<file path="src/rtl/fracBaudPkg.sv">
package fracBaudPkg;

  // Strobes from the control to the counting datapath, valid in a tick cycle.
  typedef struct packed {
    logic boundary;  // current period ends at this edge, reload counter
    logic stretch;   // next period gets one extra reference cycle
  } tickStrobeT;

endpackage

</file>
<file path="src/rtl/tickDatapath.sv">
module tickDatapath
  import fracBaudPkg::*;
#(
  parameter int LO_W      = 16,
  parameter int LO_BYTE_W = 8,
  parameter int HI_W      = 8,
  parameter int FRAC_W    = 4,
  parameter int DEF_INT   = 13,
  parameter int DEF_FRAC  = 10,
  localparam int INT_W    = LO_BYTE_W + HI_W,
  localparam int CNT_W    = INT_W + 1,
  localparam int FRAC_LSB = LO_W - FRAC_W
) (
  input  logic              clk,
  input  logic              rstN,
  input  logic [LO_W-1:0]   divLow,
  input  logic [HI_W-1:0]   divHigh,
  input  logic              divUpdate,
  input  tickStrobeT        strb,
  output logic              atZero,
  output logic [FRAC_W-1:0] pendFrac,
  output logic [INT_W-1:0]  actInt
);

  logic [INT_W-1:0] pendInt;
  logic [CNT_W-1:0] cnt;
  logic             unusedGapBits;

  // Bits between the integer byte and the fraction carry no meaning.
  assign unusedGapBits = ^divLow[FRAC_LSB-1:LO_BYTE_W];

  // Pending copy: written by the update strobe at any time.
  always_ff @(posedge clk or negedge rstN) begin
    if (!rstN) begin
      pendInt  <= INT_W'(DEF_INT);
      pendFrac <= FRAC_W'(DEF_FRAC);
    end else if (divUpdate) begin
      pendInt  <= {divHigh, divLow[LO_BYTE_W-1:0]};
      pendFrac <= divLow[LO_W-1:FRAC_LSB];
    end
  end

  // Active integer: only moves at a tick boundary.
  always_ff @(posedge clk or negedge rstN) begin
    if (!rstN) begin
      actInt <= INT_W'(DEF_INT);
    end else if (strb.boundary) begin
      actInt <= pendInt;
    end
  end

  // Down counter: a period of length N runs N-1 .. 0.
  always_ff @(posedge clk or negedge rstN) begin
    if (!rstN) begin
      cnt <= CNT_W'(DEF_INT);
    end else if (strb.boundary) begin
      cnt <= {1'b0, pendInt} + CNT_W'(strb.stretch);
    end else begin
      cnt <= cnt - CNT_W'(1);
    end
  end

  assign atZero = (cnt == '0);

endmodule

</file>
<file path="src/rtl/tickControl.sv">
module tickControl
  import fracBaudPkg::*;
#(
  parameter int FRAC_W   = 4,
  parameter int DEF_FRAC = 10
) (
  input  logic              clk,
  input  logic              rstN,
  input  logic              atZero,
  input  logic [FRAC_W-1:0] pendFrac,
  output tickStrobeT        strb,
  output logic [FRAC_W-1:0] actFrac,
  output logic              stretchQ
);

  logic [FRAC_W-1:0] phaseAcc;
  logic [FRAC_W:0]   phaseSum;

  assign phaseSum      = {1'b0, phaseAcc} + {1'b0, pendFrac};
  assign strb.boundary = atZero;
  assign strb.stretch  = phaseSum[FRAC_W];

  always_ff @(posedge clk or negedge rstN) begin
    if (!rstN) begin
      phaseAcc <= '0;
      actFrac  <= FRAC_W'(DEF_FRAC);
      stretchQ <= 1'b0;
    end else if (atZero) begin
      phaseAcc <= phaseSum[FRAC_W-1:0];
      actFrac  <= pendFrac;
      stretchQ <= phaseSum[FRAC_W];
    end
  end

endmodule

</file>
<file path="src/rtl/fracBaudTickGen.sv">
module fracBaudTickGen
  import fracBaudPkg::*;
#(
  parameter int LO_W      = 16,
  parameter int LO_BYTE_W = 8,
  parameter int HI_W      = 8,
  parameter int FRAC_W    = 4,
  parameter int DEF_INT   = 13,
  parameter int DEF_FRAC  = 10,
  localparam int INT_W    = LO_BYTE_W + HI_W
) (
  input  logic            clk,
  input  logic            rstN,
  input  logic [LO_W-1:0] divLow,
  input  logic [HI_W-1:0] divHigh,
  input  logic            divUpdate,
  output logic            tick
);

  tickStrobeT        strb;
  logic              atZero;
  logic [FRAC_W-1:0] pendFrac;
  logic [INT_W-1:0]  actInt;
  logic [FRAC_W-1:0] actFrac;
  logic              stretchQ;

  tickDatapath #(
    .LO_W(LO_W), .LO_BYTE_W(LO_BYTE_W), .HI_W(HI_W), .FRAC_W(FRAC_W),
    .DEF_INT(DEF_INT), .DEF_FRAC(DEF_FRAC)
  ) u_dp (
    .clk(clk), .rstN(rstN), .divLow(divLow), .divHigh(divHigh),
    .divUpdate(divUpdate), .strb(strb), .atZero(atZero),
    .pendFrac(pendFrac), .actInt(actInt)
  );

  tickControl #(
    .FRAC_W(FRAC_W), .DEF_FRAC(DEF_FRAC)
  ) u_ctl (
    .clk(clk), .rstN(rstN), .atZero(atZero), .pendFrac(pendFrac),
    .strb(strb), .actFrac(actFrac), .stretchQ(stretchQ)
  );

  assign tick = atZero;

endmodule

</file>
<file path="config.mk">
export PLATFORM = sky130hd
export DESIGN_NAME = fracBaudTickGen
export DESIGN_NICKNAME = d
export VERILOG_FILES = /design/src/rtl/fracBaudPkg.sv /design/src/rtl/tickDatapath.sv /design/src/rtl/tickControl.sv /design/src/rtl/fracBaudTickGen.sv
export SDC_FILE = /design/constraint.sdc
export NUM_CORES = 1
export LEC_CHECK = 0
export BUFFER_PORTS_ARGS = -buffer_cell sky130_fd_sc_hd__clkbuf_2
export CAP_MARGIN = 40
export CORE_ASPECT_RATIO = 1.1
export CORE_MARGIN = 5
export CORE_UTILIZATION = 40
export DETAILED_ROUTE_END_ITERATION = 6
export GPL_TIMING_DRIVEN = 0
export PLACE_DENSITY = 0.55
export SYNTH_ARGS = -nofsm -noshare
export SYNTH_HDL_FRONTEND = slang
export SYNTH_HIERARCHICAL = 1
export SYNTH_SLANG_ARGS = --single-unit
</file>
<file path="constraint.sdc">
create_clock -name clk -period 4.2 [get_ports clk]
set_input_delay 0.84 -clock clk [delete_from_list [all_inputs] [get_ports clk]]
set_output_delay 0.84 -clock clk [all_outputs]
set_load 0.02 [all_outputs]
</file>
==> results of run 1 <==
per-stage QoR:
stage	power, uW	hold WS [ns]	setup WS [ns]
2_1_floorplan	813	0.484	0.955
3_3_place_gp	890	0.495	0.733
3_5_place_dp	903	0.501	0.695
4_1_cts	1240	0.520	0.603
5_1_grt	1330	0.544	0.414
6_report	1230	0.520	0.616
metal layers:
metal	vias to the layer above	track usage [%]	wire length, microns
met4	0	4.53	46
met2	29	23.0	2220
met3	4	3.73	160
met5	-	0	0
li1	837	-	-
met1	792	20.3	2240
final cells by class:
class	count	area share [%]
plain buffers	12	2.12
clock buffers	6	3.11
clock inverters	2	1.41
inverters	10	1.41
multi-input cells	155	44.0
flip-flops and latches	41	39.0
well taps	77	3.62
repair buffers	24	5.36
power by group through the flow:
stage	clock [uW]	sequential, uW	combinational, uW
after CTS	343	598	301
after floorplan	0	580	233
after global placement	0	602	288
final	335	601	297
after global routing	368	618	342
after detailed placement	0	605	298
worst max-delay path, cell delays in order, from the launching register on:
cell      delay (ns)
dfrtp_1         0.43
or4_4           0.59
or4_4           0.57
nor3_1          0.58
clkbuf_2        0.29
worst max-delay path by stage:
stage / to / slack [ns] / startpoint / cells past startpoint
finish: tick / 0.62 / u_dp/cnt[5]$_DFF_PN0_ / 4
global route: u_dp/cnt[15]$_DFF_PN0_ / 0.41 / u_dp/cnt[5]$_DFF_PN0_ / 9
CTS: tick / 0.60 / u_dp/cnt[5]$_DFF_PN0_ / 4
detailed placement: u_dp/cnt[15]$_DFF_PN0_ / 0.70 / u_dp/cnt[5]$_DFF_PN0_ / 9
global placement: u_dp/cnt[15]$_DFF_PN0_ / 0.73 / u_dp/cnt[5]$_DFF_PN0_ / 9
floorplan: u_dp/cnt[15]$_DFF_PN0_ / 0.96 / u_dp/cnt[5]$_DFF_PN0_ / 9
flip-flops by register name, summed over array words and instances, names as in the netlist:
register and flops:
u_dp/pendInt 16, u_dp/pendFrac 4, u_dp/cnt 17, u_ctl/phaseAcc 4
==> reports/metrics.cfg, run 1 <==
[placement]
placed_cells = 319
io_buffers = 23
hpwlAfterDp_microns = 3560
place.gp.congestion = 0.772
placed_area_sq_um = 2540

[worst_hold_path]
hp-start = u_ctl/phaseAcc[0]$_DFFE_PN0P_
hold_depth = 1
hold_path.class = reg -> reg
hold_end = u_ctl/phaseAcc[0]$_DFFE_PN0P_

[cts]
htree_num_levels = 2
clk_pin_slew_ns = 0.08
cts.path.max_buffers = 2
post-cts-setup-buffers = 0
cts_tree = done
numClockSinks = 41
root_buffer = clkbuf_8
clock_latency_ns = 0.29
cts_made_buffers = 5
cts_resized = 0
ctsHoldBuffers = 0

[floorplan]
core-area_sq_um = 5700
fp.dieH_microns = 89.5
die-width_microns = 82.3
boundaryPins = 28
start_util_pct = 40.4
die_area_sq_um = 7370
std_cell_rows = 29

[setup_path]
cp-end-kind = output port
critPathLaunchType = flip-flop
worstReg2RegStart = u_dp/cnt[5]$_DFF_PN0_
path_max_fanout = 5
worstPathArrival_ns = 2.74
r2r-end = u_dp/cnt[15]$_DFF_PN0_
crit_required_ns = 3.36
r2r_slack_ns = 0.71
path_class = reg -> out
worstRegToRegCells = 9

[final_layout]
multiInputGateArea_sq_um = 1170
mostFrequentLayoutCells = 33 x dfrtp_1, 23 x clkbuf_2, 20 x mux2_2
design_area_sq_um = 2660
fill_cells = 570
regArea_sq_um = 1040
fin_cells = 327
fin_nets = 284
final_util_pct = 46.7
syn_to_final_growth_pct = 15.6
layout_commonest_cell = dfrtp_1
n_antenna_cell = 0
drive_gt1_share_pct = 27.2

[power]
p_per_area_nw_per_um2 = 464
intPower_uw = 844
power_switching_share_pct = 31.5
pwr-share-clk_pct = 27.1
pwr-share-seq_pct = 48.8
ir_drop_mv = 0.333
p_leak_uw = 0.00110
pwr-share-comb_pct = 24.1
power.switching_uw = 389

[detailed_routing]
wl_per_cell_microns = 14.3
wl_microns = 4670
vias = 1662
drc_errors = 0
drtIter0Drc = 78
ant_nets = 0
dr.pass1.iters = 4
via_per_inst = 5.08

[synthesis]
syn_nets = 253
ys_warn_count = 6
synth_cells = 218
syn-cell-area_sq_um = 2300
syn_area_per_cell_sq_um = 10.5

[global_routing]
grt_util_all_layers_pct = 14.8
antenna_found_initial = 0
grt_pass1_vias = 1700
grt_max_degree = 24
grt_pass1_wl_microns = 8270
overflow = 0

[timing]
setup_viol = 0
slew_headroom_pct = 49.9
finalCriticalPeriod_ns = 3.58
rsz0062_at_grt = false
slew_viol_final = 0
worstMarginPinSlew_ns = 0.746
hold_viol_final = 0
finalClockSkew_ns = 0.00546
layout_worst_path_cycle_share_pct = 85.3
fmax_ghz = 0.279
tns_ns = 0

[run]
drv_cap = 0

[run_status]
status = finished clean

Power figures use the tool's default switching activity.
==> inputs of run 2 (changes only) <==
Settings changed: CORE_MARGIN 5 to unset.
Clock period 4.2 ns to 4.1 ns, I/O delays scaled along.
==> reports/metrics.cfg, run 2 (synthesized netlist as in run 1, its figures left out) <==
[run_status]
status = finished clean  ; unchanged

[global_routing]
antenna_found_initial = 0  ; unchanged
grt_max_degree = 32  ; was 24
overflow = 0  ; unchanged
grt_util_all_layers_pct = 17.1  ; was 14.8%
grt_pass1_vias = 1609  ; was 1,700
grt_pass1_wl_microns = 7730  ; was 8270 microns

[setup_path]
crit_buf_inv = 1  ; unchanged
path_max_fanout = 5  ; unchanged
path_class = reg -> out  ; unchanged
worst_path_most_repeated_cell = or4_4  ; unchanged
r2r-end = u_dp/cnt[15]$_DFF_PN0_  ; unchanged
cp_top_family = simple AND/OR/NAND/NOR gates  ; unchanged
worstReg2RegStart = u_dp/cnt[5]$_DFF_PN0_  ; unchanged
endpoint = tick  ; unchanged
crit_path_max_incr_delay_ns = 0.60  ; was 0.59 ns
cp-startpoint = u_dp/cnt[5]$_DFF_PN0_  ; unchanged
crit_required_ns = 3.28  ; was 3.36 ns
path_depth = 4  ; unchanged
worstPathArrival_ns = 2.76  ; was 2.74 ns
critPathLaunchType = flip-flop  ; unchanged
cp-end-kind = output port  ; unchanged
r2r_slack_ns = 0.61  ; was 0.71 ns
worstRegToRegCells = 9  ; unchanged
path_cells = or4_4 > or4_4 > nor3_1 > clkbuf_2  ; unchanged
cpMaxStageDelayCell = nor3_1  ; was or4_4

[worst_hold_path]
hold_path.class = in -> async  ; was reg -> reg

[timing]
finalCriticalPeriod_ns = 3.58
layout_worst_path_cycle_share_pct = 87.3
hold_viol_final = 0  ; unchanged
slew_headroom_pct = 48.6  ; was 49.9%
finalClockSkew_ns = 0.00424  ; was 0.00546 ns
rsz0062_at_grt = false  ; unchanged
setup_viol = 0  ; unchanged
slew_viol_final = 0  ; unchanged
tns_ns = 0  ; unchanged
worstMarginPinSlew_ns = 0.766  ; was 0.746 ns
fmax_ghz = 0.279

[final_layout]
top_regs = u_dp/cnt x17, u_dp/pendInt x16  ; unchanged
regArea_sq_um = 1040  ; unchanged
mostFrequentLayoutCells = 33 x dfrtp_1, 23 x clkbuf_2, 20 x mux2_2  ; unchanged
largest-register = u_dp/cnt  ; unchanged
fill_cells = 555  ; was 570
largest_reg_flops = 17  ; unchanged
syn_to_final_growth_pct = 14.0  ; was 15.6%
n_antenna_cell = 0  ; unchanged
design_area_sq_um = 2620  ; was 2660 sq um
layout_commonest_cell = dfrtp_1  ; unchanged
multiInputGateArea_sq_um = 1170  ; unchanged
fin_nets = 284  ; unchanged
drive_gt1_share_pct = 26.8  ; was 27.2%

[cts]
clk_pin_slew_ns = 0.08  ; about the same
post-cts-setup-buffers = 0  ; unchanged
root_buffer = clkbuf_8  ; unchanged
cts_made_buffers = 5  ; unchanged
numClockSinks = 41  ; unchanged
cts_resized = 0  ; unchanged
ctsHoldBuffers = 0  ; unchanged
clock_latency_ns = 0.29  ; about the same
cts_tree = done  ; unchanged
htree_num_levels = 2  ; unchanged
cts.path.max_buffers = 2  ; unchanged

[floorplan]
die_area_sq_um = 6060  ; was 7370 sq um
core-area_sq_um = 5470  ; was 5700 sq um
boundaryPins = 28  ; unchanged
std_cell_rows = 28  ; was 29
start_util_pct = 42.1  ; was 40.4%
die-width_microns = 74.3  ; was 82.3 microns
fp.dieH_microns = 81.5  ; was 89.5 microns

[placement]
place.gp.congestion = 0.760  ; was 0.772
hpwlAfterDp_microns = 3380  ; was 3560 microns
placed_area_sq_um = 2530  ; was 2540 sq um
io_buffers = 23  ; unchanged

[detailed_routing]
vias = 1650  ; was 1,662
dr.pass1.iters = 4  ; unchanged
ant_nets = 0  ; unchanged
via_per_inst = 5.08  ; about the same
wl_per_cell_microns = 13.7  ; was 14.3 microns
drtIter0Drc = 88  ; was 78
wl_microns = 4460  ; was 4670 microns
drc_errors = 0  ; unchanged

[power]
ir_drop_mv = 0.239  ; was 0.333 mV
p_per_area_nw_per_um2 = 454  ; was 464 nW/um^2
p_leak_uw = 0.00108  ; was 0.00110 uW

[run]
drv_cap = 0  ; unchanged

-- run 2: worst min path at each step --
| stage | start | end | slack [ns] | cells past startpoint |
|---|---|---|---|---|
| detailed placement | u_ctl/phaseAcc[0]$_DFFE_PN0P_ | u_ctl/phaseAcc[0]$_DFFE_PN0P_ | 0.50 | 1 |
| CTS | rstN | u_dp/cnt[10]$_DFF_PN0_ | 0.41 | 1 |
| global placement | u_ctl/phaseAcc[0]$_DFFE_PN0P_ | u_ctl/phaseAcc[0]$_DFFE_PN0P_ | 0.49 | 1 |
| global route | rstN | u_dp/cnt[15]$_DFF_PN0_ | 0.42 | 1 |
| finish | rstN | u_dp/cnt[10]$_DFF_PN0_ | 0.41 | 1 |
| floorplan | u_dp/cnt[2]$_DFF_PN1_ | u_dp/cnt[2]$_DFF_PN1_ | 0.48 | 2 |
-- run 2: power by group --
| group | internal, uW | switching (uW) | total [uW] |
|---|---|---|---|
| logic | 153 | 148 | 301 |
| registers | 512 | 101 | 613 |
| clock network | 137 | 141 | 277 |
-- run 2: layout make-up --
cell class	count	share of cell area, %
Buffer	12	2.15
Clock buffer	7	3.29
Clock inverter	1	0.286
Inverter	10	1.43
Multi-Input combinational cell	155	44.6
Sequential cell	41	39.5
Tap cell	75	3.58
Timing Repair Buffer	24	5.15
-- run 2: stage by stage --
step	hold WS (ns)	std cells	power, uW	utilization (%)	setup WS, ns
after detailed placement	0.501	317	921	46.3	0.644
after CTS	0.410	325	1210	48.0	0.522
after global routing	0.416	325	1290	48.0	0.399
final	0.406	325	1190	48.0	0.519
after floorplan	0.484	218	833	-	0.855
after global placement	0.494	316	913	45.9	0.638
-- run 2: metal layers --
metal  part of all wire (%)  wire [microns]  vias up  GRT usage, %
li1                       -               -      836             -
met1                     50            2230      791          23.9
met2                     47            2090       18          26.6
met3                    2.3             103        5          3.31
met4                   0.96              43        0          5.66
met5                      0               0        -             0
